===== src/rtl/frame_crc6_pkg.sv =====
package frame_crc6_pkg;
    typedef enum logic [1:0] {
        KIND_DATA  = 2'b00,
        KIND_SYNC  = 2'b01,
        KIND_STUFF = 2'b10,
        KIND_CRC   = 2'b11
    } bit_kind_e;
endpackage


===== src/rtl/frame_crc6_accum.sv =====
module frame_crc6_accum
    import frame_crc6_pkg::*;
#(
    parameter int unsigned           CRC_W = 6,
    parameter logic [CRC_W-1:0]      POLY  = 'h03
) (
    input  logic             clk,
    input  logic             rst_n,
    input  logic             bit_in,
    input  logic             valid,
    input  logic             sof,
    input  logic [1:0]       kind,
    output logic [CRC_W-1:0] held_crc,
    output logic             held_ok
);
    typedef struct packed {
        logic [CRC_W-1:0] run;
        logic [CRC_W-1:0] held;
        logic             ok;
        logic             active;
    } acc_t;

    acc_t st_q, st_d;

    function automatic logic [CRC_W-1:0] crc_step(input logic [CRC_W-1:0] c, input logic b);
        logic fb;
        fb = c[CRC_W-1] ^ b;
        return {c[CRC_W-2:0], 1'b0} ^ (fb ? POLY : '0);
    endfunction

    always_comb begin
        logic [CRC_W-1:0] base;
        st_d = st_q;
        base = sof ? '0 : st_q.run;
        if (valid) begin
            if (sof && st_q.active) begin
                st_d.held = st_q.run;
                st_d.ok   = 1'b1;
            end
            if (sof) st_d.active = 1'b1;
            st_d.run = (kind == KIND_DATA) ? crc_step(base, bit_in) : base;
        end
    end

    always_ff @(posedge clk or negedge rst_n) begin
        if (!rst_n) st_q <= '0;
        else        st_q <= st_d;
    end

    assign held_crc = st_q.held;
    assign held_ok  = st_q.ok;
endmodule


===== src/rtl/frame_crc6_field_cmp.sv =====
module frame_crc6_field_cmp
    import frame_crc6_pkg::*;
#(
    parameter int unsigned CRC_W = 6
) (
    input  logic             clk,
    input  logic             rst_n,
    input  logic             bit_in,
    input  logic             valid,
    input  logic             sof,
    input  logic [1:0]       kind,
    input  logic [CRC_W-1:0] ref_crc,
    input  logic             ref_ok,
    output logic             mismatch
);
    localparam int unsigned CW = $clog2(CRC_W + 1);

    typedef struct packed {
        logic [CRC_W-1:0] sh;
        logic [CW-1:0]    cnt;
        logic             err;
    } cmp_t;

    cmp_t st_q, st_d;

    always_comb begin
        logic [CRC_W-1:0] sh_base;
        logic [CW-1:0]    cnt_base;
        logic [CRC_W-1:0] word;
        st_d     = st_q;
        st_d.err = 1'b0;
        sh_base  = sof ? '0 : st_q.sh;
        cnt_base = sof ? '0 : st_q.cnt;
        word     = {sh_base[CRC_W-2:0], bit_in};
        if (valid) begin
            st_d.sh  = sh_base;
            st_d.cnt = cnt_base;
            if (kind == KIND_CRC && cnt_base < CW'(CRC_W)) begin
                st_d.sh  = word;
                st_d.cnt = cnt_base + 1'b1;
                if (cnt_base == CW'(CRC_W - 1) && ref_ok && word != ref_crc)
                    st_d.err = 1'b1;
            end
        end
    end

    always_ff @(posedge clk or negedge rst_n) begin
        if (!rst_n) st_q <= '0;
        else        st_q <= st_d;
    end

    assign mismatch = st_q.err;
endmodule


===== src/rtl/frame_crc6_unit.sv =====
module frame_crc6_unit #(
    parameter int unsigned      CRC_W = 6,
    parameter logic [CRC_W-1:0] POLY  = 'h03
) (
    input  logic             clk,
    input  logic             rst_n,
    input  logic             tx_bit,
    input  logic             tx_valid,
    input  logic             tx_sof,
    input  logic [1:0]       tx_kind,
    input  logic             rx_bit,
    input  logic             rx_valid,
    input  logic             rx_sof,
    input  logic [1:0]       rx_kind,
    output logic [CRC_W-1:0] tx_crc_word,
    output logic             tx_crc_valid,
    output logic             crc_error,
    output logic             febe_req
);
    logic [CRC_W-1:0] rx_held;
    logic             rx_held_ok;

    frame_crc6_accum #(.CRC_W(CRC_W), .POLY(POLY)) u_tx_acc (
        .clk(clk), .rst_n(rst_n), .bit_in(tx_bit), .valid(tx_valid),
        .sof(tx_sof), .kind(tx_kind),
        .held_crc(tx_crc_word), .held_ok(tx_crc_valid)
    );

    frame_crc6_accum #(.CRC_W(CRC_W), .POLY(POLY)) u_rx_acc (
        .clk(clk), .rst_n(rst_n), .bit_in(rx_bit), .valid(rx_valid),
        .sof(rx_sof), .kind(rx_kind),
        .held_crc(rx_held), .held_ok(rx_held_ok)
    );

    frame_crc6_field_cmp #(.CRC_W(CRC_W)) u_rx_cmp (
        .clk(clk), .rst_n(rst_n), .bit_in(rx_bit), .valid(rx_valid),
        .sof(rx_sof), .kind(rx_kind),
        .ref_crc(rx_held), .ref_ok(rx_held_ok), .mismatch(crc_error)
    );

    typedef struct packed {
        logic pend;
        logic febe;
    } fe_t;

    fe_t fe_q, fe_d;

    always_comb begin
        fe_d = fe_q;
        if (tx_valid && tx_sof) begin
            fe_d.febe = fe_q.pend | crc_error;
            fe_d.pend = 1'b0;
        end else begin
            fe_d.pend = fe_q.pend | crc_error;
        end
    end

    always_ff @(posedge clk or negedge rst_n) begin
        if (!rst_n) fe_q <= '0;
        else        fe_q <= fe_d;
    end

    assign febe_req = fe_q.febe;
endmodule


===== config.mk =====
export PLATFORM = sky130hd
export DESIGN_NAME = frame_crc6_unit
export DESIGN_NICKNAME = d
export VERILOG_FILES = /design/src/rtl/frame_crc6_pkg.sv /design/src/rtl/frame_crc6_accum.sv /design/src/rtl/frame_crc6_field_cmp.sv /design/src/rtl/frame_crc6_unit.sv
export SDC_FILE = /design/constraint.sdc
export NUM_CORES = 1
export LEC_CHECK = 0
export BUFFER_PORTS_ARGS = -buffer_cell sky130_fd_sc_hd__clkbuf_2
export CORE_ASPECT_RATIO = 0.5
export CORE_MARGIN = 3
export CORE_UTILIZATION = 62
export CTS_CLUSTER_SIZE = 20
export DETAILED_ROUTE_END_ITERATION = 8
export GPL_ROUTABILITY_DRIVEN = 0
export HOLD_SLACK_MARGIN = 0.1
export PLACE_DENSITY = 0.84
export SKIP_LAST_GASP = 1
export SLEW_MARGIN = 30
export SYNTH_ARGS = -nofsm -noshare
export SYNTH_HDL_FRONTEND = slang
export SYNTH_SLANG_ARGS = --single-unit

===== constraint.sdc =====
create_clock -name clk -period 1.85 [get_ports clk]
set_input_delay 0.4625 -clock clk [delete_from_list [all_inputs] [get_ports clk]]
set_output_delay 0.4625 -clock clk [all_outputs]
set_load 0.02 [all_outputs]

; ---- After elaboration in Yosys (flattened, before gate mapping)
; Index checks and enable logic that the tools add are counted.
[word_totals]
register_bits = 39
inputBits = 12
out_inout_bits = 9
word_cells = 47
[classes]
add_sub_neg = 1
magnitude_cmp = 1
eq_ne = 3
muxes = 12
bitwise = 5
reduce_logical = 12
[ops]
columns = op, count
row1 = 6-bit two-way mux, 4
row2 = 6-bit XOR, 2
row3 = 9-bit two-way mux, 1
row4 = 2-bit AND reduction, 4
row5 = 1-bit logical AND, 6
row6 = 6-bit != test, 1
row7 = 5-bit two-way mux, 1
row8 = 2-bit zero test, 2
row9 = 2-bit two-way mux, 2
row10 = "3-bit by 1-bit adder with 3-bit output, second input constant", 1
row11 = "3-bit == test, second input constant", 1
row12 = "3-bit < comparator, second input constant", 1
row13 = 1-bit two-way mux, 3
row14 = 3-bit two-way mux, 1
row15 = "2-bit == test, second input constant", 1
row16 = 1-bit XOR, 2
row17 = 1-bit bitwise OR, 1

; ---- Logic depth before layout (Yosys ltp)
; Gate-level depths: netlist of the first run.
[logic_depth]
depth_word = 7
ltp_mapped = 7
mapped_depth_nobuf = 5

; ---- Cells and area by module
; Synthesis of the first run repeated with hierarchy kept, for this count alone.
[hier_totals]
hier_cells = 177
hier_area_um2 = 1948.1
[by_module_without_submodules]
columns = module, n_inst, cells_each, area_per_inst_um2, seq_area_each_um2
row1 = frame_crc6_accum, 2, 55, 644.4, 350.3
row2 = frame_crc6_field_cmp, 1, 61, 589.3, 225.2
row3 = frame_crc6_unit, 1, 6, 70.1, 50.0

; ---- Worst setup path after synthesis of the first run
; OpenSTA, ideal clock, no wires.
[synth_path]
path_type = input to register
startpoint = input rx_sof
endpoint = register u_rx_cmp.st_q[3] in the netlist's numbering
setup_ns = 0.125
t_arrival_ns = 1.358
required_ns = 1.725
path_slack_ns = 0.367
stages = 7
path_cell_list = buf_2 buf_2 nand2b_1 inv_1 ha_1 a22oi_1 nor3_1
[synth_via]
elab_chain_cells = 4
elab_cells_between_ends = 5
[synth_lines]
columns = item, line
row1 = start: declaration, frame_crc6_unit.sv:13  ; input logic rx_sof,
row2 = 3-bit two-way mux *, frame_crc6_field_cmp.sv:33  ; cnt_base = sof ? '0 : st_q.cnt;
row3 = 3-bit < comparator, frame_crc6_field_cmp.sv:38  ; if (kind == KIND_CRC && cnt_base < CW'(CRC_W)) begin
row4 = 1-bit logical AND, frame_crc6_field_cmp.sv:38
row5 = 9-bit two-way mux *, frame_crc6_field_cmp.sv:38
row6 = end signal: assignment, frame_crc6_field_cmp.sv:49  ; else st_q <= st_d;
row7 = end: declaration, frame_crc6_field_cmp.sv:24  ; cmp_t st_q, st_d;
; Mark *: on every way between the ends. The rest lies on a longest branch, timed or not.
; A chain may end at the register's enable or synchronous reset.

; ---- Final worst setup path of the first run
[layout_path]
startpoint = register u_rx_cmp.st_q[3] in the netlist's numbering
endpoint = register u_rx_cmp.st_q[1] in the netlist's numbering
[layout_via]
elab_chain_cells = 4
[layout_lines]
columns = item, line
row1 = 3-bit two-way mux, frame_crc6_field_cmp.sv:33
row2 = 3-bit < comparator, frame_crc6_field_cmp.sv:38
row3 = 1-bit logical AND, frame_crc6_field_cmp.sv:38
row4 = 9-bit two-way mux, frame_crc6_field_cmp.sv:38
; No other way between the ends.

==> reports/metrics.yaml, run 1 <==
outcome:
  status: "finished, final reports clean"
cells_and_area:
  nNetsFinal: 218
  instances_no_fill: 242
  layout_commonest_cell: "dfrtp_1"
  final_area_um2: 2080
  mostFrequentLayoutCells: "dfrtp_1, nand2_1, clkbuf_2"
  layout-drive-gt1-share_pct: 20.5
  syn_to_final_growth_pct: 9.56
  antenna_cells: 0
yosys:
  avgSynthCellArea_um2: 10.1
  synth-edff-count: 0
  yosys.area_share.simple_pct: 15.0
  async_reset_ff_share_pct: 100
  synth_adder_area_share_pct: 1.32
  muxShareOfSynthArea_pct: 2.97
  netlist_area_um2: 1900
  ys_ff_latch: 39
  seq_area_frac_synth_pct: 51.5
  syn_inst: 187
  ys.flop_type: "dfrtp_1"
  syn-num-nets: 201
  synth.distinct_cells: 43
  synth_top_family_by_area: "compound AO/OA/AOI/OAI gates"
  yosys_warnings: 0
  synth_compound_gate_area_share_pct: 20.0
  synth-xor-area-share_pct: 2.31
setup_path:
  cp_max_fo: 9
  setup.worst_path.end_class: "flop"
  critPathLaunchType: "flop"
  worstSetupPathType: "flop to flop"
  rr_worst_depth: 4
  r2r_start: "u_rx_cmp.st_q[3]"
  rrSetupSlack_ns: 0.48
  cp.arrival_ns: 1.56
  r2r-end: "u_rx_cmp.st_q[1]"
  crit_required_ns: 2.04
route:
  wl_per_cell_um: 15.4
  drc: 0
  final_antenna_net_count: 0
  wirelength_mm: 3.74
  met3_length_um: 159
  drtPass1Iterations: 4
  met1_length_mm: 1.79
  vias_per_cell: 5.97
  drt-initial-drc-count: 64
  vias: 1445
  top_layer_used: "met4"
  route.met2.wl_mm: 1.76
global_routing:
  track_usage_pct: 21.8
  grt_pass1_vias: 1406
  antenna_found_initial: 0
  grt_max_degree: 40
  grt_pass1_wl_mm: 6.38
  grt.overflow.total: 0
cts:
  cts_resized: 0
  cts_made_buffers: 5
  clk_pin_slew_ns: 0.09
  cts_root_buf: "clkbuf_8"
  holdBufCountCts: 0
  clkLatencyLatePin_ns: 0.29
  numClockSinks: 39
  cts_buffer_depth: 2
  tritoncts: "built"
  cts_max_level: 2
  cts_setup_buffers: 0
placement:
  dpl.hpwl_mm: 2.69
  place_inst: 234
  port-buffer-count: 20
  place_ws_ns: 0.219
  dpl-instance-area_um2: 1990
timing:
  slew_headroom_pct: 68.0
  rsz0062_at_grt: "no"
  period_minus_slack_ns: 1.37
  hold_viol_final: 0
  postLayoutSetupSlackWorst_ns: 0.483
  skew_ns: 0.00983
  fmax_mhz: 732
  period_share_pct: 73.9
  setup_viol: 0
  totalNegativeSetupSlack_ns: 0
  worstMarginPinSlew_ns: 0.480
  slew_viol_final: 0
power:
  power_density_nw_per_um2: 911
  max-vdd-ir-drop_v: 0.000519
  p_leak_nw: 0.908
die:
  core_um2: 2750
  die_area_um2: 3800
  start_util_pct: 69.0
  die_w_um: 84.2
  ioPinCount: 21
  dieHeight_um: 45.1
  row_count: 13
run:
  maxCapViolations: 0
min_path:
  hold_class: "input port to async pin"
## routing by layer
metal / vias up / GRT usage (%)
li1: 697 / -
met1: 712 / 27.9
met2: 31 / 36.5
met3: 5 / 6.56
met4: 0 / 7.05
met5: - / 0
## report_power, final
part           switching [mW]  leakage [nW]  internal (mW)
logic                   0.173         0.360          0.133
clock network           0.307        0.0402          0.262
registers              0.0788         0.508          0.938
total                   0.559         0.908           1.33
## registers in the layout (all words and copies together), names as in the netlist
signal	count
fe_q	1
febe_req	1
u_rx_acc.held_crc	6
u_rx_acc.held_ok	1
u_rx_acc.st_q	7
u_rx_cmp.mismatch	1
u_rx_cmp.st_q	8
u_tx_acc.held_crc	6
u_tx_acc.held_ok	1
u_tx_acc.st_q	7
## cells in the mapped netlist (2+ instances only)
cell type  count  area (um^2)
nor2b_1        3         18.8
o22ai_1        9         56.3
o21ai_0       17         85.1
o221ai_1       3         26.3
a22oi_1        8         60.1
dfrtp_1       39          976
nand3_1        4         20.0
buf_4          6         45.0
mux2_2         4         45.0
ha_1           2         25.0
buf_2          7         35.0
xnor2_1        3         26.3
nor2_1         7         26.3
xor2_1         2         17.5
inv_1         13         48.8
a32o_1         2         20.0
nand2b_1      10         62.6
nand2_1       20         75.1
a32oi_1        2         17.5
o31ai_1        2         15.0
a21oi_1        2         10.0
## through the flow
step	utilization, %	hold WS [ns]	total power [mW]
after floorplan	-	0.167	1.26
after global placement	72.4	0.448	1.32
after detailed placement	72.4	0.455	1.34
after CTS	75.6	0.229	1.90
after global routing	75.6	0.262	2.00
final	75.6	0.211	1.89
## cell type report
class	count	area (um^2)
multi-input cells	121	788
flip-flops and latches	39	976
fillers	213	671
repair buffers	24	130
inverters	13	48.8
clock inverters	3	20.0
well taps	37	46.3
clock buffers	5	68.8
## how the worst max path moves through the flow
stage | start | to | slack [ns]
final | u_rx_cmp.st_q[3] | u_rx_cmp.st_q[1] | 0.48
after global routing | rx_sof | u_rx_acc.st_q[9] | 0.39
after CTS | u_rx_cmp.st_q[3] | u_rx_cmp.st_q[1] | 0.50
after detailed placement | rx_sof | u_rx_cmp.st_q[7] | 0.22
after global placement | rx_sof | u_rx_cmp.st_q[1] | 0.28
after floorplan | rx_sof | u_rx_cmp.st_q[3] | 0.37
## cells by family (layout without fill, tap and decap cells)
group | count (synthesis) | in the layout
AOI/OAI and AO/OA | 55 | 55
xor gates and xnor gates | 5 | 5
adders and majority gates | 2 | 2
buffers and inverters | 27 | 45
DFF | 39 | 39
muxes | 5 | 5
and+or+nand+nor | 54 | 54
## critical path, cell delays in order, from the launching register on
cell     delay, ns
dfrtp_1       0.42
nor2b_2       0.20
a21oi_4       0.26
o21ai_1       0.14
a22o_1        0.25
(Power assumes the default switching activity.)
==> inputs of run 2 (changes only) <==
Settings changed: CORE_UTILIZATION 62 to 57, PLACE_DENSITY 0.84 to 0.78.
Clock period 1.85 ns to 1.4 ns, I/O delays scaled along.
==> reports/metrics.yaml, run 2 (synthesized netlist as in run 1, its figures left out) <==
die:
  ioPinCount: 21
  die_w_um: 87.6
  row_count: 14
  die_area_um2: 4100
  start_util_pct: 61.5
  dieHeight_um: 46.8
  core_um2: 3080
timing:
  period_minus_slack_ns: 1.26
  worstMarginPinSlew_ns: 0.471
  skew_ns: 0.0108
  setup_viol: 0
  fmax_mhz: 792
  slew_viol_final: 0
  slew_headroom_pct: 68.6
  totalNegativeSetupSlack_ns: 0
  rsz0062_at_grt: "no"
  hold_viol_final: 0
  period_share_pct: 90.2
  holdWs_ns: 0.283
setup_path:
  cp.arrival_ns: 1.45
  critPathLaunchType: "flop"
  crit_required_ns: 1.58
  rrSetupSlack_ns: 0.14
  crit_start: "u_rx_cmp.st_q[3]"
  setup.worst_path.end_class: "flop"
  r2r_start: "u_rx_cmp.st_q[3]"
  cp_max_fo: 5
  rr_worst_depth: 4
  r2r-end: "u_rx_cmp.st_q[1]"
  worstSetupPathType: "flop to flop"
cells_and_area:
  largest-register: "u_rx_cmp.st_q"
  reg.largest.list: "u_rx_cmp.st_q (8), u_rx_acc.st_q (7), u_tx_acc.st_q (7)"
  layout-drive-gt1-share_pct: 24.7
  syn_to_final_growth_pct: 15.0
  mostFrequentLayoutCells: "dfrtp_1, nand2_1, clkbuf_2"
  layout_commonest_cell: "dfrtp_1"
  largest_reg_flops: 8
  nNetsFinal: 228
  antenna_cells: 0
power:
  p_clk_share_pct: 30.1
  switching_share_pct: 29.5
  p_leak_nw: 0.957
  max-vdd-ir-drop_v: 0.000767
  pwr-share-seq_pct: 53.0
  power.switching_uw: 749
  combPwrFrac_pct: 16.9
  p_int_mw: 1.79
  power_density_nw_per_um2: 1160
route:
  drtPass1Iterations: 4
  drt-initial-drc-count: 114
  wirelength_mm: 3.71
  drc: 0
  final_antenna_net_count: 0
  vias: 1448
  vias_per_cell: 5.68
  wl_per_cell_um: 14.6
placement:
  port-buffer-count: 20
  dpl.hpwl_mm: 2.66
global_routing:
  grtUsageMet2_pct: 32.0
  antenna_found_initial: 0
  track_usage_pct: 19.9
  grt_max_degree: 40
  grt_pass1_vias: 1317
  grt.overflow.total: 0
  use_met3_pct: 6.30
  top_usage_layer: "met2"
  grt_use_met1_pct: 25.8
  grt_pass1_wl_mm: 6.02
outcome:
  status: "finished, final reports clean"
cts:
  numClockSinks: 39
  clk_pin_slew_ns: 0.08
  cts_made_buffers: 5
  cts_root_buf: "clkbuf_8"
  cts_max_level: 2
  tritoncts: "built"
  cts_buffer_depth: 2
  clkLatencyLatePin_ns: 0.30
  cts_setup_buffers: 0
min_path:
  min_from: "tx_sof"
  holdPathStages: 2
  holdPathEnd: "fe_q[1]"
  hold_class: "input port to flop"
run:
  maxCapViolations: 0
-- run 2: cell types whose count changed in the layout (fill, tap and decap cells not counted), sizes merged --
| cell | change |
|---|---|
| buf | +8 |
| dlygate4sd3 | +1 |
| a21oi | +1 |
-- run 2: cell type report --
type	instances	area [um^2]
clock inverter	3	20.0
tap	40	50.0
sequential	39	977
timing repair buffer	33	213
inverter	13	48.8
fill	244	902
clock buffer	5	68.8
multi-input combinational	122	803
-- run 2: layer usage --
layer	wire (um)	vias to the layer above
li1	-	715
met1	1800	687
met2	1650	38
met3	207	8
met4	50	0
met5	0	-
-- run 2: through the flow --
step	cell area [um^2]	cells	setup WS (ns)	power [mW]	utilization, %
finish	2180	255	0.137	2.53	70.7
global route	2180	255	0.00114	2.67	70.7
CTS	2160	254	0.0787	2.54	70.2
detailed placement	2070	245	-0.0405	1.78	67.0
global placement	2070	245	0.0327	1.76	67.0
floorplan	1900	187	0.0293	1.66	-
-- run 2: power groups by stage --
stage	logic [mW]	clock network (mW)	registers, mW
final	0.428	0.763	1.34
after global routing	0.481	0.831	1.36
after CTS	0.429	0.773	1.34
after detailed placement	0.426	0	1.36
after global placement	0.411	0	1.35
after floorplan	0.325	0	1.33
-- run 2: how the worst max path moves through the flow --
stage                         to  slack (ns)
5_1_grt        u_rx_cmp.mismatch       0.001
2_1_floorplan   u_rx_cmp.st_q[3]        0.03
3_3_place_gp   u_rx_cmp.mismatch        0.03
3_5_place_dp    u_rx_acc.st_q[9]       -0.04
6_report        u_rx_cmp.st_q[1]        0.14
4_1_cts         u_rx_cmp.st_q[1]        0.08
-- run 2: what timing repair did --
item / CTS / global route
resized for setup: 0 / 2
endpoints found under the hold margin: 39 / 0
hold buffers: 1 / 0
setup endpoints to repair: 0 / 3
-- run 2: critical path, stage by stage (launching register included) --
cell and delay, ns:
dfrtp_1 0.39, nor2b_2 0.20, a21oi_4 0.19, o21ai_1 0.12, a22o_1 0.24
==> inputs of run 3 (changes only) <==
==> constraint.sdc (replaced) <==
create_clock -name clk -period 1.4 [get_ports clk]
set_input_delay 0.07 -clock clk [delete_from_list [all_inputs] [get_ports clk]]
set_output_delay 0.07 -clock clk [all_outputs]
set_load 0.02 [all_outputs]
==> reports/metrics.yaml, run 3 (synthesized netlist as in run 1, its figures left out) <==
outcome:
  status: "finished, final reports clean"
cells_and_area:
  largest_reg_flops: 8
  nNetsFinal: 226
  reg.largest.list: "u_rx_cmp.st_q (8), u_rx_acc.st_q (7), u_tx_acc.st_q (7)"
  layout-drive-gt1-share_pct: 21.1
  syn_to_final_growth_pct: 14.9
  mostFrequentLayoutCells: "dfrtp_1, nand2_1, clkbuf_2"
  antenna_cells: 0
  largest-register: "u_rx_cmp.st_q"
  layout_commonest_cell: "dfrtp_1"
die:
  ioPinCount: 21
  row_count: 14
  die_area_um2: 4100
  start_util_pct: 61.5
  die_w_um: 87.6
  dieHeight_um: 46.8
  core_um2: 3080
cts:
  tritoncts: "built"
  cts_buffer_depth: 2
  numClockSinks: 39
  cts_max_level: 2
  cts_made_buffers: 5
  cts_root_buf: "clkbuf_8"
  clkLatencyLatePin_ns: 0.29
  clk_pin_slew_ns: 0.08
placement:
  port-buffer-count: 20
  place_ws_ns: 0.0631
  dpl.hpwl_mm: 2.53
min_path:
  holdPathEnd: "u_rx_cmp.st_q[2]"
  hold_class: "input port to flop"
  holdPathStages: 3
  min_from: "rx_kind[1]"
route:
  vias_per_cell: 5.77
  drt-initial-drc-count: 117
  drtPass1Iterations: 4
  drc: 0
  final_antenna_net_count: 0
  wl_per_cell_um: 14.6
  wirelength_mm: 3.70
  vias: 1459
global_routing:
  track_usage_pct: 19.2
  antenna_found_initial: 0
  grt.overflow.total: 0
  grt_pass1_vias: 1360
  grt_pass1_wl_mm: 5.95
  grt_max_degree: 40
timing:
  period_share_pct: 93.9
  skew_ns: 0.00751
  slew_headroom_pct: 67.1
  slew_viol_final: 0
  setup_viol: 0
  worstMarginPinSlew_ns: 0.493
  totalNegativeSetupSlack_ns: 0
  hold_viol_final: 0
  fmax_mhz: 760
  postLayoutSetupSlackWorst_ns: 0.0850
  period_minus_slack_ns: 1.32
setup_path:
  crit_required_ns: 1.59
  cp_max_fo: 3
  critPathLaunchType: "flop"
  worstSetupPathType: "flop to flop"
  cp.arrival_ns: 1.51
  r2r_start: "u_rx_acc.st_q[13]"
  rr_worst_depth: 4
  setup.worst_path.end_class: "flop"
  rrSetupSlack_ns: 0.08
  r2r-end: "u_rx_acc.st_q[9]"
power:
  p_total_mw: 2.70
  max-vdd-ir-drop_v: 0.000821
  p_leak_nw: 0.958
  power_density_nw_per_um2: 1240
run:
  maxCapViolations: 0
[run 3: cell count changes in the layout (fill, tap and decap cells not counted), sizes merged]
cell	previous run	this run
buf	12	6
clkinv	1	2
dlygate4sd3	1	5
clkinvlp	2	0
bufinv	0	1
[run 3: layer usage]
| metal | up-vias | part of all wire, % | GRT usage [%] |
|---|---|---|---|
| met4 | 0 | 0 | 6.73 |
| met1 | 714 | 49 | 24.7 |
| li1 | 709 | - | - |
| met3 | 0 | 4.3 | 5.25 |
| met5 | - | 0 | 0 |
| met2 | 36 | 46 | 32.5 |
[run 3: repair_timing]
item	in CTS	in global routing
gates resized for setup	0	0
endpoints found under the hold margin	41	1
buffers inserted	0	0
setup endpoints to repair	0	3
hold buffers	4	1
[run 3: worst max-delay path, stage by stage (launching register included)]
cell and delay (ns):
dfrtp_1 0.40, nor2b_1 0.15, xnor2_1 0.30, a32oi_1 0.16, o221ai_1 0.21
[run 3: area by class of cell]
type | count | area, um^2
clock inverter | 3 | 43.8
inverter | 13 | 48.8
sequential | 39 | 976
fill | 238 | 903
clock buffer | 5 | 68.8
multi-input combinational | 122 | 797
timing repair buffer | 31 | 195
tap | 40 | 50.0
[run 3: where the power goes]
part	internal [mW]	leakage [nW]	switching, mW
logic	0.190	0.392	0.231
clock network	0.531	0.0581	0.406
registers	1.24	0.508	0.101
total	1.96	0.958	0.738
[run 3: worst max path at each step]
stage	startpoint	slack, ns	depth (start not counted)	end
detailed placement	u_rx_cmp.st_q[3]	0.06	4	u_rx_cmp.st_q[1]
CTS	u_rx_cmp.st_q[3]	0.03	4	u_rx_cmp.st_q[1]
global route	tx_sof	-0.01	5	u_tx_acc.held_crc[4]
floorplan	u_rx_cmp.st_q[3]	0.18	4	u_rx_cmp.st_q[1]
finish	u_rx_acc.st_q[13]	0.08	4	u_rx_acc.st_q[9]
global placement	u_rx_cmp.st_q[3]	0.12	4	u_rx_cmp.st_q[1]
[run 3: per-stage QoR]
step                hold WS [ns]  util (%)  instance area (um^2)  instances
floorplan                 -0.226         -                  1900        187
CTS                        0.101      70.1                  2160        251
global route               0.131      70.7                  2180        253
global placement           0.146      65.1                  2010        239
finish                     0.115      70.7                  2180        253
detailed placement         0.154      65.1                  2010        239
